--- config.mk ---
export PLATFORM = sky130hd
export DESIGN_NAME = cdma_engine
export DESIGN_NICKNAME = d
export VERILOG_FILES = /design/src/rtl/cdma_pkg.sv /design/src/rtl/cdma_regs.sv /design/src/rtl/cdma_walker.sv /design/src/rtl/cdma_engine.sv
export SDC_FILE = /design/constraint.sdc
export NUM_CORES = 1
export LEC_CHECK = 0
export BUFFER_PORTS_ARGS = -buffer_cell sky130_fd_sc_hd__clkbuf_2
export CAP_MARGIN = 20
export CORE_MARGIN = 2
export CORE_UTILIZATION = 32
export DETAILED_ROUTE_END_ITERATION = 6
export PLACE_DENSITY_LB_ADDON = 0.2
export REMOVE_ABC_BUFFERS = 1
export SETUP_SLACK_MARGIN = 0.3
export SYNTH_ARGS = -nofsm -noshare
export SYNTH_HDL_FRONTEND = slang
export SYNTH_SLANG_ARGS = --single-unit
--- constraint.sdc ---
create_clock -name clk -period 7.15 [get_ports clk]
set_input_delay 1.43 -clock clk [delete_from_list [all_inputs] [get_ports clk]]
set_output_delay 1.43 -clock clk [all_outputs]
set_load 0.1 [all_outputs]
--- src/rtl/cdma_pkg.sv ---
package cdma_pkg;
  localparam int WORD_W = 32;
  localparam int LEN_W  = 30;
  localparam int WC_W   = LEN_W - 1;

  localparam logic [7:0] OFS_CNT = 8'h00;
  localparam logic [7:0] OFS_SRC = 8'h10;
  localparam logic [7:0] OFS_DST = 8'h20;
  localparam logic [7:0] OFS_NXT = 8'h30;
  localparam logic [7:0] OFS_CTL = 8'h40;
  localparam logic [7:0] OFS_CUR = 8'h70;

  localparam int B_NOCHAIN = 9;
  localparam int B_EN      = 12;
  localparam int B_FETCH   = 13;
  localparam int B_ACT     = 14;
  localparam int B_OWN     = 31;

  localparam logic [WORD_W-1:0] CTL_KEEP = 32'h0000_13C7;

  typedef enum logic [2:0] {
    ST_IDLE, ST_FETCH, ST_DECIDE, ST_RD, ST_WR, ST_WB
  } walk_st_t;
endpackage

--- src/rtl/cdma_regs.sv ---
module cdma_regs
  import cdma_pkg::*;
#(
  parameter int REG_AW = 8,
  parameter int ADDR_W = 32
) (
  input  logic              clk,
  input  logic              rst,
  input  logic              reg_we,
  input  logic [REG_AW-1:0] reg_addr,
  input  logic [WORD_W-1:0] reg_wdata,
  input  logic              busy,
  input  logic              fetching,
  input  logic [WORD_W-1:0] cnt_q,
  input  logic [ADDR_W-1:0] src_q,
  input  logic [ADDR_W-1:0] dst_q,
  input  logic [ADDR_W-1:0] nxt_q,
  input  logic [ADDR_W-1:0] cur_q,
  output logic              ctrl_en,
  output logic              ctrl_nochain,
  output logic              start,
  output logic [ADDR_W-1:0] start_addr,
  output logic [WORD_W-1:0] reg_rdata
);
  logic [WORD_W-1:0] ctl_q;
  logic              hit_nxt, hit_ctl;

  assign hit_nxt      = reg_we && (reg_addr == REG_AW'(OFS_NXT));
  assign hit_ctl      = reg_we && (reg_addr == REG_AW'(OFS_CTL));
  assign ctrl_en      = ctl_q[B_EN];
  assign ctrl_nochain = ctl_q[B_NOCHAIN];

  always_comb begin
    start      = 1'b0;
    start_addr = nxt_q;
    if (!busy) begin
      if (hit_nxt && ctrl_en) begin
        start      = 1'b1;
        start_addr = ADDR_W'(reg_wdata);
      end else if (hit_ctl && reg_wdata[B_EN] && reg_wdata[B_FETCH]) begin
        start = 1'b1;
      end
    end
  end

  always_ff @(posedge clk) begin
    if (rst) begin
      ctl_q     <= '0;
      reg_rdata <= '0;
    end else begin
      if (hit_ctl) ctl_q <= reg_wdata & CTL_KEEP;
      case (reg_addr)
        REG_AW'(OFS_CNT): reg_rdata <= cnt_q;
        REG_AW'(OFS_SRC): reg_rdata <= WORD_W'(src_q);
        REG_AW'(OFS_DST): reg_rdata <= WORD_W'(dst_q);
        REG_AW'(OFS_NXT): reg_rdata <= WORD_W'(nxt_q);
        REG_AW'(OFS_CUR): reg_rdata <= WORD_W'(cur_q);
        REG_AW'(OFS_CTL): begin
          reg_rdata         <= ctl_q;
          reg_rdata[B_ACT]   <= busy;
          reg_rdata[B_FETCH] <= fetching;
        end
        default: reg_rdata <= '0;
      endcase
    end
  end
endmodule

--- src/rtl/cdma_walker.sv ---
module cdma_walker
  import cdma_pkg::*;
#(
  parameter int REG_AW = 8,
  parameter int ADDR_W = 32
) (
  input  logic              clk,
  input  logic              rst,
  input  logic              reg_we,
  input  logic [REG_AW-1:0] reg_addr,
  input  logic [WORD_W-1:0] reg_wdata,
  input  logic              ctrl_en,
  input  logic              ctrl_nochain,
  input  logic              start,
  input  logic [ADDR_W-1:0] start_addr,
  output logic              mem_req,
  output logic              mem_we,
  output logic [ADDR_W-1:0] mem_addr,
  output logic [WORD_W-1:0] mem_wdata,
  input  logic [WORD_W-1:0] mem_rdata,
  input  logic              mem_ack,
  output logic              busy,
  output logic              fetching,
  output logic [WORD_W-1:0] cnt_q,
  output logic [ADDR_W-1:0] src_q,
  output logic [ADDR_W-1:0] dst_q,
  output logic [ADDR_W-1:0] nxt_q,
  output logic [ADDR_W-1:0] cur_q
);
  walk_st_t          st_q;
  logic [1:0]        idx_q;
  logic [WC_W-1:0]   wofs_q, left_q, words;
  logic [WORD_W-1:0] buf_q;
  logic [LEN_W:0]    len_rnd;
  logic              last_desc;

  assign len_rnd   = {1'b0, cnt_q[LEN_W-1:0]} + (LEN_W+1)'(3);
  assign words     = len_rnd[LEN_W:2];
  assign last_desc = (nxt_q == '0) || ctrl_nochain;
  assign busy      = (st_q != ST_IDLE);
  assign fetching  = (st_q == ST_FETCH);

  always_comb begin
    mem_req   = 1'b0;
    mem_we    = 1'b0;
    mem_addr  = cur_q;
    mem_wdata = buf_q;
    case (st_q)
      ST_FETCH: begin
        mem_req  = 1'b1;
        mem_addr = cur_q + ADDR_W'({idx_q, 2'b00});
      end
      ST_RD: begin
        mem_req  = 1'b1;
        mem_addr = src_q + ADDR_W'({wofs_q, 2'b00});
      end
      ST_WR: begin
        mem_req  = 1'b1;
        mem_we   = 1'b1;
        mem_addr = dst_q + ADDR_W'({wofs_q, 2'b00});
      end
      ST_WB: begin
        mem_req   = 1'b1;
        mem_we    = 1'b1;
        mem_wdata = cnt_q;
        mem_wdata[B_OWN] = 1'b0;
      end
      default: ;
    endcase
  end

  always_ff @(posedge clk) begin
    if (rst) begin
      st_q   <= ST_IDLE;
      idx_q  <= '0;
      wofs_q <= '0;
      left_q <= '0;
      buf_q  <= '0;
      cnt_q  <= '0;
      src_q  <= '0;
      dst_q  <= '0;
      nxt_q  <= '0;
      cur_q  <= '0;
    end else begin
      if (reg_we && !busy) begin
        case (reg_addr)
          REG_AW'(OFS_CNT): cnt_q <= reg_wdata;
          REG_AW'(OFS_SRC): src_q <= ADDR_W'(reg_wdata);
          REG_AW'(OFS_DST): dst_q <= ADDR_W'(reg_wdata);
          REG_AW'(OFS_NXT): nxt_q <= ADDR_W'(reg_wdata);
          REG_AW'(OFS_CUR): cur_q <= ADDR_W'(reg_wdata);
          default: ;
        endcase
      end
      case (st_q)
        ST_IDLE: if (start) begin
          cur_q <= start_addr;
          idx_q <= '0;
          st_q  <= ST_FETCH;
        end
        ST_FETCH: if (mem_ack) begin
          case (idx_q)
            2'd0: cnt_q <= mem_rdata;
            2'd1: src_q <= ADDR_W'(mem_rdata);
            2'd2: dst_q <= ADDR_W'(mem_rdata);
            default: nxt_q <= ADDR_W'(mem_rdata);
          endcase
          idx_q <= idx_q + 2'd1;
          if (idx_q == 2'd3) st_q <= ctrl_en ? ST_DECIDE : ST_IDLE;
        end
        ST_DECIDE: begin
          wofs_q <= '0;
          left_q <= words;
          if (words != '0) begin
            st_q <= ST_RD;
          end else if (last_desc) begin
            st_q <= ST_IDLE;
          end else begin
            cur_q <= nxt_q;
            idx_q <= '0;
            st_q  <= ST_FETCH;
          end
        end
        ST_RD: if (mem_ack) begin
          buf_q <= mem_rdata;
          st_q  <= ST_WR;
        end
        ST_WR: if (mem_ack) begin
          wofs_q <= wofs_q + 1'b1;
          left_q <= left_q - 1'b1;
          if (!ctrl_en)                 st_q <= ST_IDLE;
          else if (left_q == WC_W'(1))  st_q <= ST_WB;
          else                          st_q <= ST_RD;
        end
        ST_WB: if (mem_ack) begin
          if (last_desc) begin
            st_q <= ST_IDLE;
          end else begin
            cur_q <= nxt_q;
            idx_q <= '0;
            st_q  <= ST_FETCH;
          end
        end
        default: st_q <= ST_IDLE;
      endcase
    end
  end
endmodule

--- src/rtl/cdma_engine.sv ---
module cdma_engine
  import cdma_pkg::*;
#(
  parameter int REG_AW = 8,
  parameter int ADDR_W = 32
) (
  input  logic              clk,
  input  logic              rst,
  input  logic              reg_we,
  input  logic [REG_AW-1:0] reg_addr,
  input  logic [31:0]       reg_wdata,
  output logic [31:0]       reg_rdata,
  output logic              mem_req,
  output logic              mem_we,
  output logic [ADDR_W-1:0] mem_addr,
  output logic [31:0]       mem_wdata,
  input  logic [31:0]       mem_rdata,
  input  logic              mem_ack,
  output logic              busy
);
  logic              ctrl_en, ctrl_nochain, start, fetching;
  logic [ADDR_W-1:0] start_addr, src_q, dst_q, nxt_q, cur_q;
  logic [WORD_W-1:0] cnt_q;

  cdma_regs #(.REG_AW(REG_AW), .ADDR_W(ADDR_W)) u_regs (
    .clk(clk), .rst(rst), .reg_we(reg_we), .reg_addr(reg_addr),
    .reg_wdata(reg_wdata), .busy(busy), .fetching(fetching),
    .cnt_q(cnt_q), .src_q(src_q), .dst_q(dst_q), .nxt_q(nxt_q),
    .cur_q(cur_q), .ctrl_en(ctrl_en), .ctrl_nochain(ctrl_nochain),
    .start(start), .start_addr(start_addr), .reg_rdata(reg_rdata)
  );

  cdma_walker #(.REG_AW(REG_AW), .ADDR_W(ADDR_W)) u_walk (
    .clk(clk), .rst(rst), .reg_we(reg_we), .reg_addr(reg_addr),
    .reg_wdata(reg_wdata), .ctrl_en(ctrl_en), .ctrl_nochain(ctrl_nochain),
    .start(start), .start_addr(start_addr), .mem_req(mem_req),
    .mem_we(mem_we), .mem_addr(mem_addr), .mem_wdata(mem_wdata),
    .mem_rdata(mem_rdata), .mem_ack(mem_ack), .busy(busy),
    .fetching(fetching), .cnt_q(cnt_q), .src_q(src_q), .dst_q(dst_q),
    .nxt_q(nxt_q), .cur_q(cur_q)
  );
endmodule

Word-level counts from Yosys, hierarchy flattened

Cells that the tools add are included.

Register bits after elaboration: 295
Input bits: 76
Output and inout port bits: 99
Word-level logic and storage cells: 122

Add/subtract/negate cells: 7
Eq/ne operators: 21
Mux-type cells: 59
Reductions and logical operators: 23

Operators by type and width:

| operator              | count |
|---|---|
| $mux 32               | 29 |
| $pmux 32 s3           | 2 |
| $pmux 32 s6           | 1 |
| $pmux 29 s2           | 2 |
| $add 32x31->32        | 2 |
| $mux 29               | 2 |
| $add 32x4->32         | 1 |
| $logic_not 32->1      | 1 |
| $add 30x2->31 const B | 1 |
| $add 29x1->29 const B | 1 |
| $eq 29x1->1 const B   | 1 |
| $reduce_bool 29->1    | 1 |
| $sub 29x1->29 const B | 1 |
| $mux 3                | 9 |
| $pmux 3 s6            | 1 |
| $eq 8x6->1 const B    | 2 |
| $eq 8x7->1 const B    | 2 |
| $mux 2                | 6 |
| $ne 2x2->1 const B    | 6 |
| $eq 8x5->1 const B    | 1 |
| $logic_not 8->1       | 1 |
| $pmux 2 s4            | 1 |
| $eq 3x2->1 const B    | 2 |
| $eq 3x3->1 const B    | 2 |
| other kinds (20)      | 32 |

Logic depth before layout (Yosys ltp)

Depth in word-level cells: 9
Depth in mapped cells: 20
Mapped depth without buffers: 15

Modules after synthesis

A second synthesis with hierarchy kept.

Cells, all modules: 2572
Area total of the unflattened synthesis: 19538.7 um^2

By module, submodules not included:

| module      | instances | cells each | area an instance (um^2) | sequential area each (um^2) |
|---|---|---|---|---|
| cdma_walker | 1         | 2291       | 16707.3                 | 5104.9 |
| cdma_regs   | 1         | 281        | 2831.5                  | 800.8 |

Worst setup path before layout

Ideal clock, no wire load.

Path type: register -> output
From: reg u_walk.st_q[1]
To: out mem_addr[31]
Data arrival time: 7201 ps
Required time: 5720 ps
Slack: -1481 ps
Stages on the path, launching flop included: 19
Buffers on the path: 5
Path through: dfxtp_1 > buf_2 > nor2b_1 > and2_1 > clkbuf_1 > clkbuf_1 > clkbuf_1 > clkbuf_1 > nand2_1 > nand2_1 > ha_1 > o21ai_0 > a211oi_1 > a41oi_1 > nor2_1 > a211oi_1 > o31ai_1 > a221o_1 > o31ai_1

Cells in the longest elaborated chain, start to end: 2
Elaborated cells between the ends (all ways): 4
Classes of those cells: eq/ne (3); mux (1)

RTL lines:

| element                            | RTL line           | text |
|---|---|---|
| start: declaration                 | cdma_walker.sv:30  | `walk_st_t st_q;` |
| start signal: assignment           | cdma_walker.sv:109 | `if (idx_q == 2'd3) st_q <= ctrl_en ? ST_DECIDE : ST_IDLE;` |
| $eq 3x3->1 (tied with other cells) | cdma_walker.sv:48  | `case (st_q)` |
| $pmux 32 s3 *                      | cdma_walker.sv:48  |  |
| end: declaration                   | cdma_engine.sv:15  | `output logic [ADDR_W-1:0] mem_addr,` |

Every way passes the cells marked *; elsewhere a longest branch is shown, timed or not.

Worst setup path after layout

From: reg u_walk.st_q[2]
To: out mem_addr[31]

The elaborated chain is that of the path after synthesis.

==> metrics.cfg <==
[routing]
wire_per_inst_um = 24.3
drt-initial-drc-count = 2196
drt_first_pass_iters = 7
vias = 20398
wirelength_um = 83700
route.detailed.drc = 13
postRouteAntennaNets = 0
viasPerCell = 5.93

[die]
ios = 175
die_area_sq_um = 61800
dieHeight_um = 249
chipWidth_um = 249
start_util_pct = 32.4
num_rows = 89
fp.coreArea_sq_um = 59100

[clock_network]
cts_max_level = 2
cts.clk_slew.worst_paths_ps = 60
clock_path_buffers = 3
clkSinkCount = 295
root_buffer = clkbuf_16
cts_buffers = 38
clk-insertion-delay-late_ps = 570
cts_tree = done

[sta]
fmaxAchievable_mhz = 155
drv_slew = 0
rsz0062_at_grt = false
worst_pin_slew_ps = 1060
setup_viol = 0
relSlewSlack_pct = 29.1
clock_skew_ps = 23.0
layout_min_cycle_time_ps = 6470
fin_crit_sh_pct = 90.4
whs_ps = 454
finalHoldViolCount = 0

[logic_synthesis]
avgSynthCellArea_sq_um = 7.43
synthMuxAreaShare_pct = 8.34
synth_most_common_cell = nand2_1
synthFlopType = dfxtp_1
ys.warnings.count = 0
synth_xor_area_share_pct = 3.25
synth_common_cells = nand2_1, nor2_1, dfxtp_1
synth_compound_area_share_pct = 23.2
synthTopCellsByArea = dfxtp_1, nand2_1, nor2_1
seq_area_frac_synth_pct = 30.8
synth_fa_ha_area_share_pct = 3.15
synth_top_area_cell = dfxtp_1
syn_area_sq_um = 19200
synthArstFlopShare_pct = 0
synth_cells = 2579
synth_enable_flop_cells = 0
synthDistinctLibCells = 77
synthSimpleGateAreaFrac_pct = 26.6
synth_top_family_by_area = simple AND/OR/NAND/NOR gates
synth_top_area_share_pct = 30.8
yosys_register_bits = 295

[layout]
drive_above_1_share_pct = 14.7
fill_cells = 6138
final_nets = 2759
area.growth.synth_to_final_pct = 14.6

[status]
violations = DRC
status = finished with violations

[global_route]
grt_max_degree = 180
grt_overflow = 0
grt_pass1_wl_um = 123000
grt_pass1_vias = 18819
grtUsageTotal_pct = 26.0
antenna_found_initial = 4

[pwr]
p_clk_share_pct = 50.1
vdd_drop_max_uv = 184
p_leak_nw = 8.35
switching_share_pct = 26.9
switchingPower_w = 0.00110
total_power_w = 0.00411
combinationalPowerShare_pct = 8.7
p_seq_share_pct = 41.1
power-per-cell-area_nw_per_um2 = 187
p_int_w = 0.00300

[place]
routabilityCongestion = 0.882
place_hpwl_um = 57400
portBuffers = 174

[worst_setup_path]
start_kind = flop
critPathKind = flop to output port
crit_fanout = 25
worstPathArrival_ps = 5040
crit_required_ps = 5720
end_kind = output port

[hold_path]
min_path_type = flop to flop

[flow_run]
maxCapViolCount = 0

critical path, stage by stage (launching register included):
cell	delay [ps]
dfxtp_1	300
buf_4	180
nor2b_2	340
and2_2	290
buf_4	310
nand2_1	90
nand2_1	70
ha_1	290
a211o_1	330
o2111ai_1	350
nand2_1	160
a211oi_1	430
o31ai_1	150
a221o_1	360
o31ai_1	280
clkbuf_2	520
registers in the layout, summed over array words and instances (netlist names):
signal	flops
u_walk.dst_q	32
u_walk.src_q	32
u_walk.st_q	3
u_walk.wofs_q	29
u_walk.cnt_q	32
u_walk.idx_q	2
u_regs.reg_rdata	32
u_walk.left_q	29
u_walk.cur_q	32
u_walk.buf_q	32
u_regs.ctl_q	8
u_walk.nxt_q	32
power by group through the flow:
| stage | Clock [W] | Combinational [W] | Sequential (W) |
|---|---|---|---|
| after CTS | 0.00210 | 0.000351 | 0.00169 |
| after floorplan | 0 | 0.000145 | 0.00171 |
| after global placement | 0 | 0.000349 | 0.00172 |
| after detailed placement | 0 | 0.000350 | 0.00172 |
| after global routing | 0.00216 | 0.000372 | 0.00169 |
| final | 0.00206 | 0.000359 | 0.00169 |
repair_timing:
item / CTS / global route
setup buffers: 0 / 0
hold buffers: 0 / 0
gates resized for setup: 2 / 4
endpoints found under the setup margin: 2 / 6
cloned: 0 / 0
worst paths after layout:
path              slack, ps          endpoint             from  depth (start not counted)
setup / recovery        680      mem_addr[31]   u_walk.st_q[2]                         15
hold / removal          450   u_walk.buf_q[2]  u_walk.buf_q[2]                          2
setup reg to reg       2770  u_walk.cur_q[30]  u_walk.cnt_q[3]                         10
hold reg to reg         450   u_walk.buf_q[2]  u_walk.buf_q[2]                          2
layout by cell type, fill, tap and decap left out, drive strengths merged, types with 8 or more instances in the layout:
cell and n:
dfxtp 295, and3 22, mux4 32, nand4 18, or3 16, o21ai 87, xnor2 24, buf 46
o211ai 18, ha 45, a22oi 64, mux2i 56, inv 19, and4 13, a311oi 99, xor2 47
clkbuf 223, o221ai 24, clkinv 8, a21oi 205, nand3 52, a21o 9, and2 22, nor3 28
a221oi 15, nor2 329, a211oi 41, o22ai 31, a31oi 10, nand2 603, mux2 28, nand2b 25
nor4 23
cell families (layout without fill, tap and decap cells):
group / count (synthesis) / after routing
compound gates: 650 / 650
fa+ha+maj: 47 / 47
other cells: 0 / 2
mux: 116 / 116
simple gates: 1180 / 1180
xor+xnor: 71 / 71
flops: 295 / 295
buf+inv: 220 / 303
stage by stage:
| stage | setup TNS, ps | utilization, % | instance area, sq um | setup slack [ps] | instances |
|---|---|---|---|---|---|
| detailed placement | 0 | 34.8 | 20600 | 744 | 3367 |
| global route | 0 | 37.1 | 21900 | 303 | 3437 |
| global placement | 0 | 34.8 | 20600 | 807 | 3366 |
| CTS | 0 | 37.0 | 21900 | 366 | 3433 |
| floorplan | -54800 | - | 18300 | -1960 | 2378 |
| finish | 0 | 37.1 | 21900 | 683 | 3437 |
metal layers:
metal | track usage, % | share of wire [%] | up-vias
li1 | - | - | 9375
met1 | 33.8 | 42 | 9784
met2 | 40.5 | 44 | 1012
met3 | 4.76 | 8.1 | 223
met4 | 15.1 | 6.0 | 4
met5 | 0 | 0.032 | -
layout make-up:
| type | instances | area, sq um | share of cell area [%] |
|---|---|---|---|
| clock inverters | 15 | 209 | 0.952 |
| multi-input cells | 2064 | 12500 | 56.7 |
| well taps | 773 | 967 | 4.41 |
| repair buffers | 218 | 1250 | 5.68 |
| clock buffers | 51 | 1090 | 4.97 |
| diodes | 2 | 5.00 | 0.0228 |
| inverters | 19 | 71.3 | 0.325 |
| flip-flops and latches | 295 | 5910 | 26.9 |
No activity file was read; power rests on OpenSTA's default activity.
